==> config.mk <==
export PLATFORM = sky130hd
export DESIGN_NAME = xcvr_mode_ctrl
export DESIGN_NICKNAME = d
export VERILOG_FILES = /design/src/rtl/xcvr_mode_pkg.sv /design/src/rtl/xcvr_mode_fsm.sv /design/src/rtl/xcvr_mode_dp.sv /design/src/rtl/xcvr_mode_ctrl.sv
export SDC_FILE = /design/constraint.sdc
export NUM_CORES = 1
export LEC_CHECK = 0
export ABC_AREA = 1
export BUFFER_PORTS_ARGS = -buffer_cell sky130_fd_sc_hd__buf_4
export CAP_MARGIN = 20
export CELL_PAD_IN_SITES_DETAIL_PLACEMENT = 2
export CELL_PAD_IN_SITES_GLOBAL_PLACEMENT = 2
export CORE_ASPECT_RATIO = 1.5
export CORE_UTILIZATION = 27
export DETAILED_ROUTE_END_ITERATION = 8
export PLACE_DENSITY = 0.78
export SLEW_MARGIN = 20
export SYNTH_ARGS = -nofsm -noshare
export SYNTH_HDL_FRONTEND = slang
export SYNTH_HIERARCHICAL = 1
export SYNTH_SLANG_ARGS = --single-unit
==> constraint.sdc <==
create_clock -name clk -period 1.1 [get_ports clk]
set_input_delay 0.055 -clock clk [delete_from_list [all_inputs] [get_ports clk]]
set_output_delay 0.055 -clock clk [all_outputs]
set_load 0.03 [all_outputs]
==> src/rtl/xcvr_mode_pkg.sv <==
package xcvr_mode_pkg;

  typedef enum logic [1:0] {
    MODE_OFF   = 2'd0,
    MODE_STBY  = 2'd1,
    MODE_NORM  = 2'd2,
    MODE_SLEEP = 2'd3
  } mode_e;

  typedef enum logic [1:0] {
    TERM_NONE = 2'd0,
    TERM_RES  = 2'd1,
    TERM_CSRC = 2'd2
  } term_e;

  typedef enum logic [1:0] {
    RXP_REL  = 2'd0,
    RXP_LOW  = 2'd1,
    RXP_DATA = 2'd2
  } rxpin_e;

  typedef enum logic {
    TXP_WEAK   = 1'b0,
    TXP_STRONG = 1'b1
  } txpull_e;

  // strobes from the sequencer to the datapath
  typedef struct packed {
    logic clearCfg;
    logic loadWake;
    logic wakeIsLocal;
  } ctrl_strobe_t;

endpackage

==> src/rtl/xcvr_mode_fsm.sv <==
module xcvr_mode_fsm
  import xcvr_mode_pkg::*;
(
  input  logic         clk,
  input  logic         rstN,
  input  logic         porActive,
  input  logic         enIn,
  input  logic         wakeBus,
  input  logic         wakeLocal,
  input  logic         enQual,
  input  logic         disQual,
  output mode_e        mode,
  output ctrl_strobe_t strobe
);

  mode_e modeNext;
  logic  anyWake;

  assign anyWake = wakeBus | wakeLocal;

  always_comb begin
    modeNext = mode;
    strobe   = '0;
    unique case (mode)
      MODE_OFF: begin
        strobe.clearCfg = 1'b1;
        modeNext        = MODE_STBY;
      end
      MODE_STBY: begin
        // enable high drops the wake setup at once
        if (enIn) strobe.clearCfg = 1'b1;
        if (enQual) modeNext = MODE_NORM;
      end
      MODE_NORM: begin
        if (!enIn && anyWake) begin
          modeNext           = MODE_STBY;
          strobe.loadWake    = 1'b1;
          strobe.wakeIsLocal = wakeLocal;
        end else if (disQual) begin
          modeNext = MODE_SLEEP;
        end
      end
      MODE_SLEEP: begin
        if (anyWake) begin
          modeNext           = MODE_STBY;
          strobe.loadWake    = 1'b1;
          strobe.wakeIsLocal = wakeLocal;
        end else if (enQual) begin
          modeNext = MODE_NORM;
        end
      end
      default: modeNext = MODE_OFF;
    endcase
    if (porActive) begin
      modeNext        = MODE_OFF;
      strobe          = '0;
      strobe.clearCfg = 1'b1;
    end
  end

  always_ff @(posedge clk or negedge rstN) begin
    if (!rstN) mode <= MODE_OFF;
    else       mode <= modeNext;
  end

  // supply loss forces the off mode
  a_r1_por_off: assert property (@(posedge clk) disable iff (!rstN)
    porActive |=> mode == MODE_OFF);

  // normal is entered only after a qualified enable
  a_r6_norm_entry: assert property (@(posedge clk) disable iff (!rstN)
    (mode == MODE_NORM && $past(mode) != MODE_NORM) |-> $past(enQual));

  // sleep is reached from normal only through the disable filter
  a_r9_sleep_entry: assert property (@(posedge clk) disable iff (!rstN)
    (mode == MODE_SLEEP && $past(mode) == MODE_NORM) |-> $past(disQual));

endmodule

==> src/rtl/xcvr_mode_dp.sv <==
module xcvr_mode_dp
  import xcvr_mode_pkg::*;
#(
  parameter int unsigned EN_CYC  = 8,
  parameter int unsigned DIS_CYC = 12
) (
  input  logic         clk,
  input  logic         rstN,
  input  logic         porActive,
  input  logic         enIn,
  input  logic         rxBus,
  input  mode_e        mode,
  input  ctrl_strobe_t strobe,
  output logic         enQual,
  output logic         disQual,
  output logic         txEnable,
  output term_e        termSel,
  output logic         inhOn,
  output rxpin_e       rxMode,
  output logic         rxData,
  output txpull_e      txPull
);

  localparam int unsigned MAX_CYC = (EN_CYC > DIS_CYC) ? EN_CYC : DIS_CYC;
  localparam int unsigned CW      = $clog2(MAX_CYC + 1);

  logic [1:0] filtLevel;
  logic [1:0] filtHit;
  logic       cfgRxLow;
  logic       cfgTxStrong;

  // index 0: enable-high filter, index 1: enable-low filter
  assign filtLevel = {~enIn, enIn};

  for (genvar g = 0; g < 2; g++) begin : g_filt
    localparam logic [CW-1:0] LIMIT = (g == 0) ? CW'(EN_CYC) : CW'(DIS_CYC);
    logic [CW-1:0] runCnt;

    always_ff @(posedge clk or negedge rstN) begin
      if (!rstN)                          runCnt <= '0;
      else if (porActive || !filtLevel[g]) runCnt <= '0;
      else if (runCnt != LIMIT)           runCnt <= runCnt + 1'b1;
    end

    assign filtHit[g] = filtLevel[g] && (runCnt == LIMIT);
  end

  assign enQual  = filtHit[0];
  assign disQual = filtHit[1];

  // wake setup shown in standby
  always_ff @(posedge clk or negedge rstN) begin
    if (!rstN) begin
      cfgRxLow    <= 1'b0;
      cfgTxStrong <= 1'b0;
    end else if (strobe.loadWake) begin
      cfgRxLow    <= 1'b1;
      cfgTxStrong <= strobe.wakeIsLocal;
    end else if (strobe.clearCfg) begin
      cfgRxLow    <= 1'b0;
      cfgTxStrong <= 1'b0;
    end
  end

  always_comb begin
    txEnable = 1'b0;
    termSel  = TERM_NONE;
    inhOn    = 1'b0;
    rxMode   = RXP_REL;
    rxData   = 1'b1;
    txPull   = TXP_WEAK;
    unique case (mode)
      MODE_STBY: begin
        termSel = TERM_RES;
        inhOn   = 1'b1;
        if (!enIn && cfgRxLow)    rxMode = RXP_LOW;
        if (!enIn && cfgTxStrong) txPull = TXP_STRONG;
      end
      MODE_NORM: begin
        txEnable = 1'b1;
        termSel  = TERM_RES;
        inhOn    = 1'b1;
        rxMode   = RXP_DATA;
        rxData   = rxBus;
      end
      MODE_SLEEP: termSel = TERM_CSRC;
      default: ;
    endcase
  end

  // a strong pull only appears together with a forced-low receive pin
  a_r4_strong_needs_low: assert property (@(posedge clk) disable iff (!rstN)
    txPull == TXP_STRONG |-> rxMode == RXP_LOW);

  // wakes in standby leave the stored setup untouched
  a_r5_cfg_frozen: assert property (@(posedge clk) disable iff (!rstN)
    (mode == MODE_STBY && !enIn && !porActive) |=> $stable({cfgRxLow, cfgTxStrong}));

  // a qualified enable needs enable high on the previous edge as well
  a_r6_qual_history: assert property (@(posedge clk) disable iff (!rstN)
    enQual |-> $past(enIn));

  // a qualified disable needs enable low on the previous edge as well
  a_r9_qual_history: assert property (@(posedge clk) disable iff (!rstN)
    disQual |-> !$past(enIn));

endmodule

==> src/rtl/xcvr_mode_ctrl.sv <==
module xcvr_mode_ctrl
  import xcvr_mode_pkg::*;
#(
  parameter int unsigned EN_CYC  = 8,
  parameter int unsigned DIS_CYC = 12
) (
  input  logic       clk,
  input  logic       rstN,
  input  logic       porActive,
  input  logic       enIn,
  input  logic       wakeBus,
  input  logic       wakeLocal,
  input  logic       rxBus,
  output logic [1:0] modeOut,
  output logic       txEnable,
  output logic [1:0] termSel,
  output logic       inhOn,
  output logic [1:0] rxMode,
  output logic       rxData,
  output logic       txPull
);

  mode_e        mode;
  ctrl_strobe_t strobe;
  logic         enQual;
  logic         disQual;
  term_e        termE;
  rxpin_e       rxE;
  txpull_e      txE;

  xcvr_mode_fsm u_fsm (
    .clk       (clk),
    .rstN      (rstN),
    .porActive (porActive),
    .enIn      (enIn),
    .wakeBus   (wakeBus),
    .wakeLocal (wakeLocal),
    .enQual    (enQual),
    .disQual   (disQual),
    .mode      (mode),
    .strobe    (strobe)
  );

  xcvr_mode_dp #(
    .EN_CYC  (EN_CYC),
    .DIS_CYC (DIS_CYC)
  ) u_dp (
    .clk       (clk),
    .rstN      (rstN),
    .porActive (porActive),
    .enIn      (enIn),
    .rxBus     (rxBus),
    .mode      (mode),
    .strobe    (strobe),
    .enQual    (enQual),
    .disQual   (disQual),
    .txEnable  (txEnable),
    .termSel   (termE),
    .inhOn     (inhOn),
    .rxMode    (rxE),
    .rxData    (rxData),
    .txPull    (txE)
  );

  assign modeOut = mode;
  assign termSel = termE;
  assign rxMode  = rxE;
  assign txPull  = txE;

endmodule

==> results of run 1 <==
==> how the worst max path moves through the flow <==
stage                                  start          endpoint  slack, ns  cells after the start
finish                         u_fsm/mode[1]         rxMode[0]      -0.38                      5
global placement    u_dp/g_filt[0].runCnt[1]     u_fsm/mode[0]      -0.08                      9
global route                   u_fsm/mode[0]  u_dp/cfgTxStrong      -0.42                      6
detailed placement  u_dp/g_filt[0].runCnt[1]     u_fsm/mode[1]      -0.15                      8
floorplan                      u_fsm/mode[0]         rxMode[0]      -0.23                      3
CTS                            u_fsm/mode[0]         rxMode[0]      -0.32                      5
==> flip-flops by register name (all words and copies together), names as in the netlist <==
signal,cells
u_dp/cfgTxStrong,1
u_dp/cfgRxLow,1
u_dp/g_filt.runCnt,8
u_fsm/mode,2
==> critical path, stage by stage, from the launching register on <==
cell and delay [ns]:
dfrtp_2 0.42, inv_2 0.08, ha_4 0.15, inv_4 0.04
nor4_4 0.29, buf_6 0.18
==> through the flow <==
step | hold WS [ns] | power, mW
2_1_floorplan | -0.241 | 0.543
3_3_place_gp | -0.0941 | 0.617
3_5_place_dp | -0.0876 | 0.633
4_1_cts | 0.0592 | 1.11
5_1_grt | 0.0638 | 1.21
6_report | 0.0603 | 1.17
==> synth_stat cells (all sizes together) <==
cell type,count
nand4,1
o31ai,1
nand2,20
buf,2
nor4,1
nor2,15
o21ai,8
or2,1
nand3,11
xnor2,1
dfrtp,12
o21bai,1
nor3,1
inv,22
ha,7
==> layout make-up <==
type / instances / area (sq um) / share of cell area, %
sequential: 12 / 303 / 20.0
inverter: 22 / 87.6 / 5.78
clock buffer: 4 / 45.0 / 2.97
multi-input combinational: 68 / 604 / 39.9
tap: 37 / 46.3 / 3.05
timing repair buffer: 47 / 430 / 28.4
==> cells by family after synthesis <==
kind of cell / synth area share [%]
AO/OA/AOI/OAI: 8.23
AND/OR/NAND/NOR: 30.4
flip-flops: 37.3
adder cells (fa/ha/maj): 10.9
buffers and inverters: 12.1
XOR/XNOR: 1.09
==> per-layer routing <==
| layer | vias up | routed length (microns) | GRT usage [%] |
|---|---|---|---|
| li1 | 418 | - | - |
| met1 | 457 | 1580 | 19.0 |
| met2 | 27 | 2580 | 47.4 |
| met3 | 8 | 108 | 2.60 |
| met4 | 0 | 82 | 5.51 |
| met5 | - | 0 | 0 |
==> repair_timing <==
item	in CTS	in global routing
cloned	0	0
endpoints found under the setup margin	17	21
hold buffers	1	0
pin swaps	18	10
endpoints found under the hold margin	12	0
setup buffers	10	9
gates resized for setup	40	20
==> where the power goes <==
group | total [mW] | switching [mW] | internal (mW)
Combinational | 0.270 | 0.144 | 0.126
Sequential | 0.462 | 0.0109 | 0.451
Clock | 0.438 | 0.182 | 0.256
==> impl_metrics.env, run 1 <==
export IMPL_period_share_pct=134
export IMPL_firstDrtPassIters=4
export IMPL_mostFrequentLayoutCell="buf_4"
export IMPL_hold_class="in2reg"
export IMPL_outcome="finished with violations"
export IMPL_hold_violations=0
export IMPL_finalSetupViolCount=18
export IMPL_dp_cells=168
export IMPL_finalCriticalPeriod_ns=1.48
export IMPL_rr_worst_depth=6
export IMPL_synth_ff_latch_count=12
export IMPL_power_density_mw_per_mm2=771
export IMPL_end_kind="output port"
export IMPL_synth_top_cell_area_share_pct=37.3
export IMPL_crit_fanout=2
export IMPL_yosys_area_top_type="dfrtp_1"
export IMPL_cts_root_buf="clkbuf_8"
export IMPL_antenna_found_initial=0
export IMPL_cts_sinks=12
export IMPL_rows=23
export IMPL_maxSlewViolCount=0
export IMPL_wirelength_microns=4350
export IMPL_synthTopCellsByArea="dfrtp_1 37%, ha_1 11%, nand2_1 8.9%, inv_1 8.4%, nand3_1 6.2%"
export IMPL_ir_worst_vdd_mv=0.637
export IMPL_syn_area_sq_um=806
export IMPL_area_growth_pct=88.2
export IMPL_first_global_vias=947
export IMPL_layout_drive_gt1_share_pct=64.1
export IMPL_diodes=0
export IMPL_required_ns=1.04
export IMPL_synth_warnings=6
export IMPL_h_tree_depth=1
export IMPL_worstSetupPathType="reg2out"
export IMPL_num_vias=910
export IMPL_start_util_pct=29.2
export IMPL_postSynthCellCount=104
export IMPL_gp_congestion=0.699
export IMPL_overflow=0
export IMPL_core_sq_mm=0.00276
export IMPL_nNetsFinal=168
export IMPL_post_place_ws_ns=-0.153
export IMPL_grt_pass1_wl_microns=4650
export IMPL_synth_fp_nets=118
export IMPL_fin_cells=190
export IMPL_finalSetupTns_ns=-3.59
export IMPL_drtIter0Drc=20
export IMPL_whs_path_depth=2
export IMPL_max_freq_mhz=678
export IMPL_die_w_microns=46.6
export IMPL_max_cap_violations=0
export IMPL_ios=17
export IMPL_p_leak_nw=0.687
export IMPL_final_area_sq_mm=0.00152
export IMPL_reg2reg_slack_ns=-0.36
export IMPL_ys_seq_area_share_pct=37.3
export IMPL_viasPerCell=4.79
export IMPL_clk_latency_ns=0.25
export IMPL_final_core_util_pct=54.9
export IMPL_synth_cell_type_count=22
export IMPL_rsz0062_at_grt="true"
export IMPL_violations="negative setup slack"
export IMPL_timing_rr_end="u_dp/cfgTxStrong"
export IMPL_place_area_sq_mm=0.00111
export IMPL_min_to="u_fsm/mode[1]"
export IMPL_startpoint_type="flop"
export IMPL_die_h_microns=68.9
export IMPL_min_from="porActive"
export IMPL_cts_max_path_buffers=2
export IMPL_drc=0
export IMPL_layout_setup_ws_ns=-0.375
export IMPL_timing_rr_start="u_fsm/mode[0]"
export IMPL_fin_worst_skew_ns=0.0119
export IMPL_hpwl_microns=2030
export IMPL_num_fill_cells=298
export IMPL_worst_pin_slew_ns=0.294
export IMPL_synth_area_per_cell_sq_um=7.75
export IMPL_clkTransAtPathRegs_ns=0.06
export IMPL_grt_max_degree=13
export IMPL_slew_headroom_pct=80.2
export IMPL_antenna_left=0
export IMPL_die_area_sq_mm=0.00321
export IMPL_routedWlPerCell_microns=22.9
export IMPL_numCtsBuffers=3
export IMPL_grt_use_total_pct=21.9
export IMPL_layout_cells_most_common_list="26 x buf_4, 20 x buf_6, 14 x nand2_1"
export IMPL_arrival_ns=1.42
export IMPL_cts_tree="done"
export IMPL_numPortBuffers=16
No activity file was read; power rests on OpenSTA's default activity.
==> run 2, diff against run 1 <==
BUFFER_PORTS_ARGS = -buffer_cell sky130_fd_sc_hd__buf_2   (was -buffer_cell sky130_fd_sc_hd__buf_4)
==> impl_metrics.env, run 2 <==
export IMPL_die_w_microns=46.6
export IMPL_numCtsBuffers=3
export IMPL_worst_ep_kind="primary output"
export IMPL_ys_flop_type="dfrtp_1"
export IMPL_error="[ERROR DPL-0033] detailed placement checks failed during check placement."
export IMPL_antenna_found_initial=0
export IMPL_synth_ff_latch_count=12
export IMPL_outcome="did not finish"
export IMPL_yosys_area_top_type="dfrtp_1"
export IMPL_gp_congestion=0.678
export IMPL_async_reset_ff_share_pct=100
export IMPL_ios=17
export IMPL_cts_max_path_buffers=2
export IMPL_crit_endpoint="rxMode[0]"
export IMPL_rows=23
export IMPL_haltStage="5_1_grt"
export IMPL_synth_fp_nets=118
export IMPL_h_tree_depth=1
export IMPL_synth_top_cell_area_share_pct=37.3
export IMPL_synthTopCellsByArea="dfrtp_1 37%, ha_1 11%, nand2_1 8.9%, inv_1 8.4%, nand3_1 6.2%"
export IMPL_yosysMostFrequentCell="nand2_1"
export IMPL_grt_max_degree=13
export IMPL_ys_seq_area_share_pct=37.3
export IMPL_start_util_pct=29.2
export IMPL_synth_cell_type_count=22
export IMPL_die_h_microns=68.9
export IMPL_cts_root_buf="clkbuf_8"
export IMPL_synth_warnings=6
export IMPL_synth_commonest_cells="19 x nand2_1, 18 x inv_1, 12 x dfrtp_1"
export IMPL_synth_edf_count=0
export IMPL_syn_area_sq_um=806
export IMPL_cts_sinks=12
export IMPL_numPortBuffers=16
export IMPL_postSynthCellCount=104
export IMPL_hpwl_microns=2030
export IMPL_synth_area_per_cell_sq_um=7.75
## run 2: what timing repair did
action / in CTS
hold buffers: 1
pin swaps: 12
gates cloned: 0
hold endpoints to repair: 12
buffers inserted: 10
gates resized for setup: 55
endpoints found under the setup margin: 19
## run 2: cells by family after synthesis
logic type      after synthesis  share of synthesized area (%)
simple gates                 50                           30.4
buf+inv                      24                           12.1
flops                        12                           37.3
compound gates               10                           8.23
fa+ha+maj                     7                           10.9
xor+xnor                      1                           1.09
## run 2: stage by stage
step           instance area (sq um)  hold slack [ns]  instances  utilization [%]  setup slack, ns
4_1_cts                         1410           0.0951        184             51.0           -0.303
3_5_place_dp                    1090          -0.0408        170             39.4           -0.193
3_3_place_gp                    1090          -0.0475        170             39.4          -0.0989
2_1_floorplan                    865           -0.241        104                -           -0.232
==> run 3, diff against run 2 <==
CELL_PAD_IN_SITES_DETAIL_PLACEMENT = unset   (was 2)
CELL_PAD_IN_SITES_GLOBAL_PLACEMENT = unset   (was 2)
CORE_AREA = 2 2 63 65   (was unset)
CORE_ASPECT_RATIO = unset   (was 1.5)
CORE_UTILIZATION = unset   (was 27)
DIE_AREA = 0 0 65 67   (was unset)
PLACE_DENSITY = unset   (was 0.78)
PLACE_DENSITY_LB_ADDON = 0.15   (was unset)
clock period = 1.4 ns   (was 1.1 ns; I/O delays follow)
==> impl_metrics.env, run 3 (synthesized netlist as in run 1, its figures left out) <==
export IMPL_outcome="finished, final reports clean"
export IMPL_die_w_microns=65
export IMPL_drtIter0Drc=10
export IMPL_antenna_found_initial=0
export IMPL_fin_worst_skew_ns=0.00480
export IMPL_hold_violations=0
export IMPL_antenna_left=0
export IMPL_finalSetupViolCount=0
export IMPL_largest_reg_flops=8
export IMPL_firstDrtPassIters=4
export IMPL_final_core_util_pct=30.1
export IMPL_hold_class="in2reg"
export IMPL_min_from="porActive"
export IMPL_finalSetupTns_ns=0
export IMPL_layout_cells_most_common_list="19 x nand2_1, 15 x inv_1, 14 x buf_2"
export IMPL_num_vias=698
export IMPL_mostFrequentLayoutCell="nand2_1"
export IMPL_max_freq_mhz=716
export IMPL_start_util_pct=22.3
export IMPL_area_growth_pct=34.6
export IMPL_worstSetupPathType="reg2out"
export IMPL_max_cap_violations=0
export IMPL_grt_max_degree=13
export IMPL_die_h_microns=67
export IMPL_first_global_vias=622
export IMPL_reg2reg_slack_ns=0.14
export IMPL_end_kind="output port"
export IMPL_wirelength_microns=1700
export IMPL_required_ns=1.33
export IMPL_whs_ns=0.103
export IMPL_overflow=0
export IMPL_grt_pass1_wl_microns=2860
export IMPL_startpoint_type="flop"
export IMPL_layout_setup_ws_ns=0.00398
export IMPL_period_share_pct=99.7
export IMPL_core_sq_mm=0.00361
export IMPL_largestRegisters="u_dp/g_filt.runCnt: 8 flops, u_fsm/mode: 2 flops"
export IMPL_maxSlewViolCount=0
export IMPL_routedWlPerCell_microns=9.70
export IMPL_rr_worst_depth=5
export IMPL_timing_rr_start="u_fsm/mode[0]"
export IMPL_gp_congestion=0.702
export IMPL_cts_root_buf="clkbuf_8"
export IMPL_power_density_mw_per_mm2=720
export IMPL_crit_fanout=3
export IMPL_whs_path_depth=2
export IMPL_fin_cells=175
export IMPL_p_leak_nw=0.527
export IMPL_min_to="u_fsm/mode[1]"
export IMPL_timing_rr_end="u_dp/cfgTxStrong"
export IMPL_finalCriticalPeriod_ns=1.40
export IMPL_arrival_ns=1.33
export IMPL_drc=0
export IMPL_ios=17
export IMPL_num_fill_cells=395
export IMPL_nNetsFinal=142
export IMPL_die_area_sq_mm=0.00436
export IMPL_layout_drive_gt1_share_pct=36.2
export IMPL_clk_latency_ns=0.24
export IMPL_numPortBuffers=16
export IMPL_clkTransAtPathRegs_ns=0.05
export IMPL_cts_tree="done"
export IMPL_viasPerCell=3.99
export IMPL_worst_pin_slew_ns=0.279
export IMPL_numCtsBuffers=3
export IMPL_hpwl_microns=1400
export IMPL_cts_sinks=12
export IMPL_rsz0062_at_grt="true"
export IMPL_cts_max_path_buffers=2
export IMPL_rows=22
export IMPL_regMostFlops="u_dp/g_filt.runCnt"
export IMPL_slew_headroom_pct=81.4
export IMPL_dp_cells=169
export IMPL_h_tree_depth=1
export IMPL_diodes=0
export IMPL_ir_worst_vdd_mv=0.396
export IMPL_grt_use_total_pct=8.53
export IMPL_post_place_ws_ns=0.132
-- run 3: power breakdown --
| group | internal [mW] | switching (mW) | total, mW |
|---|---|---|---|
| clock network | 0.199 | 0.114 | 0.313 |
| logic | 0.0409 | 0.0647 | 0.106 |
| registers | 0.355 | 0.00715 | 0.362 |
-- run 3: worst max path at each step --
stage / startpoint / end / slack, ns / depth (start not counted)
3_5_place_dp: u_fsm/mode[0] / rxMode[0] / 0.13 / 4
3_3_place_gp: u_fsm/mode[0] / rxMode[0] / 0.14 / 4
4_1_cts: u_fsm/mode[0] / rxMode[0] / -0.03 / 4
5_1_grt: u_fsm/mode[1] / rxMode[0] / -0.05 / 5
2_1_floorplan: u_fsm/mode[0] / rxMode[0] / -0.04 / 3
6_report: u_fsm/mode[1] / rxMode[0] / 0.004 / 5
-- run 3: final cells by class --
class                      instances  area [sq um]  share of cell area [%]
clock buffer                       4          45.0                    4.15
multi-input combinational         68           453                    41.8
timing repair buffer              21           141                    13.0
sequential                        12           303                    27.9
inverter                          22          82.6                    7.61
tap                               48          60.1                    5.54
-- run 3: metrics by stage --
stage / cell area, sq um / power (mW)
after floorplan: 828 / 0.420
after global placement: 976 / 0.459
after detailed placement: 976 / 0.460
after CTS: 1060 / 0.792
after global routing: 1080 / 0.831
final: 1080 / 0.781
-- run 3: repair_timing --
item                                   4_1_cts  5_1_grt
pin swaps                                    1        2
setup buffers                                1        1
gates resized for setup                      8        3
endpoints found under the hold margin       12        0
hold buffers                                 1        0
setup endpoints to repair                    2        2
-- run 3: layer usage --
metal	part of all wire [%]	vias up	GRT usage [%]
met2	46	17	13.9
met1	48	317	10.6
li1	-	364	-
met4	0	0	1.60
met5	0	-	0
met3	5.4	0	3.55
-- run 3: critical path: stages, from the launching register on --
cell and delay, ns:
dfrtp_2 0.43, inv_2 0.07, ha_4 0.12, inv_2 0.04
nor4_4 0.23, buf_4 0.19
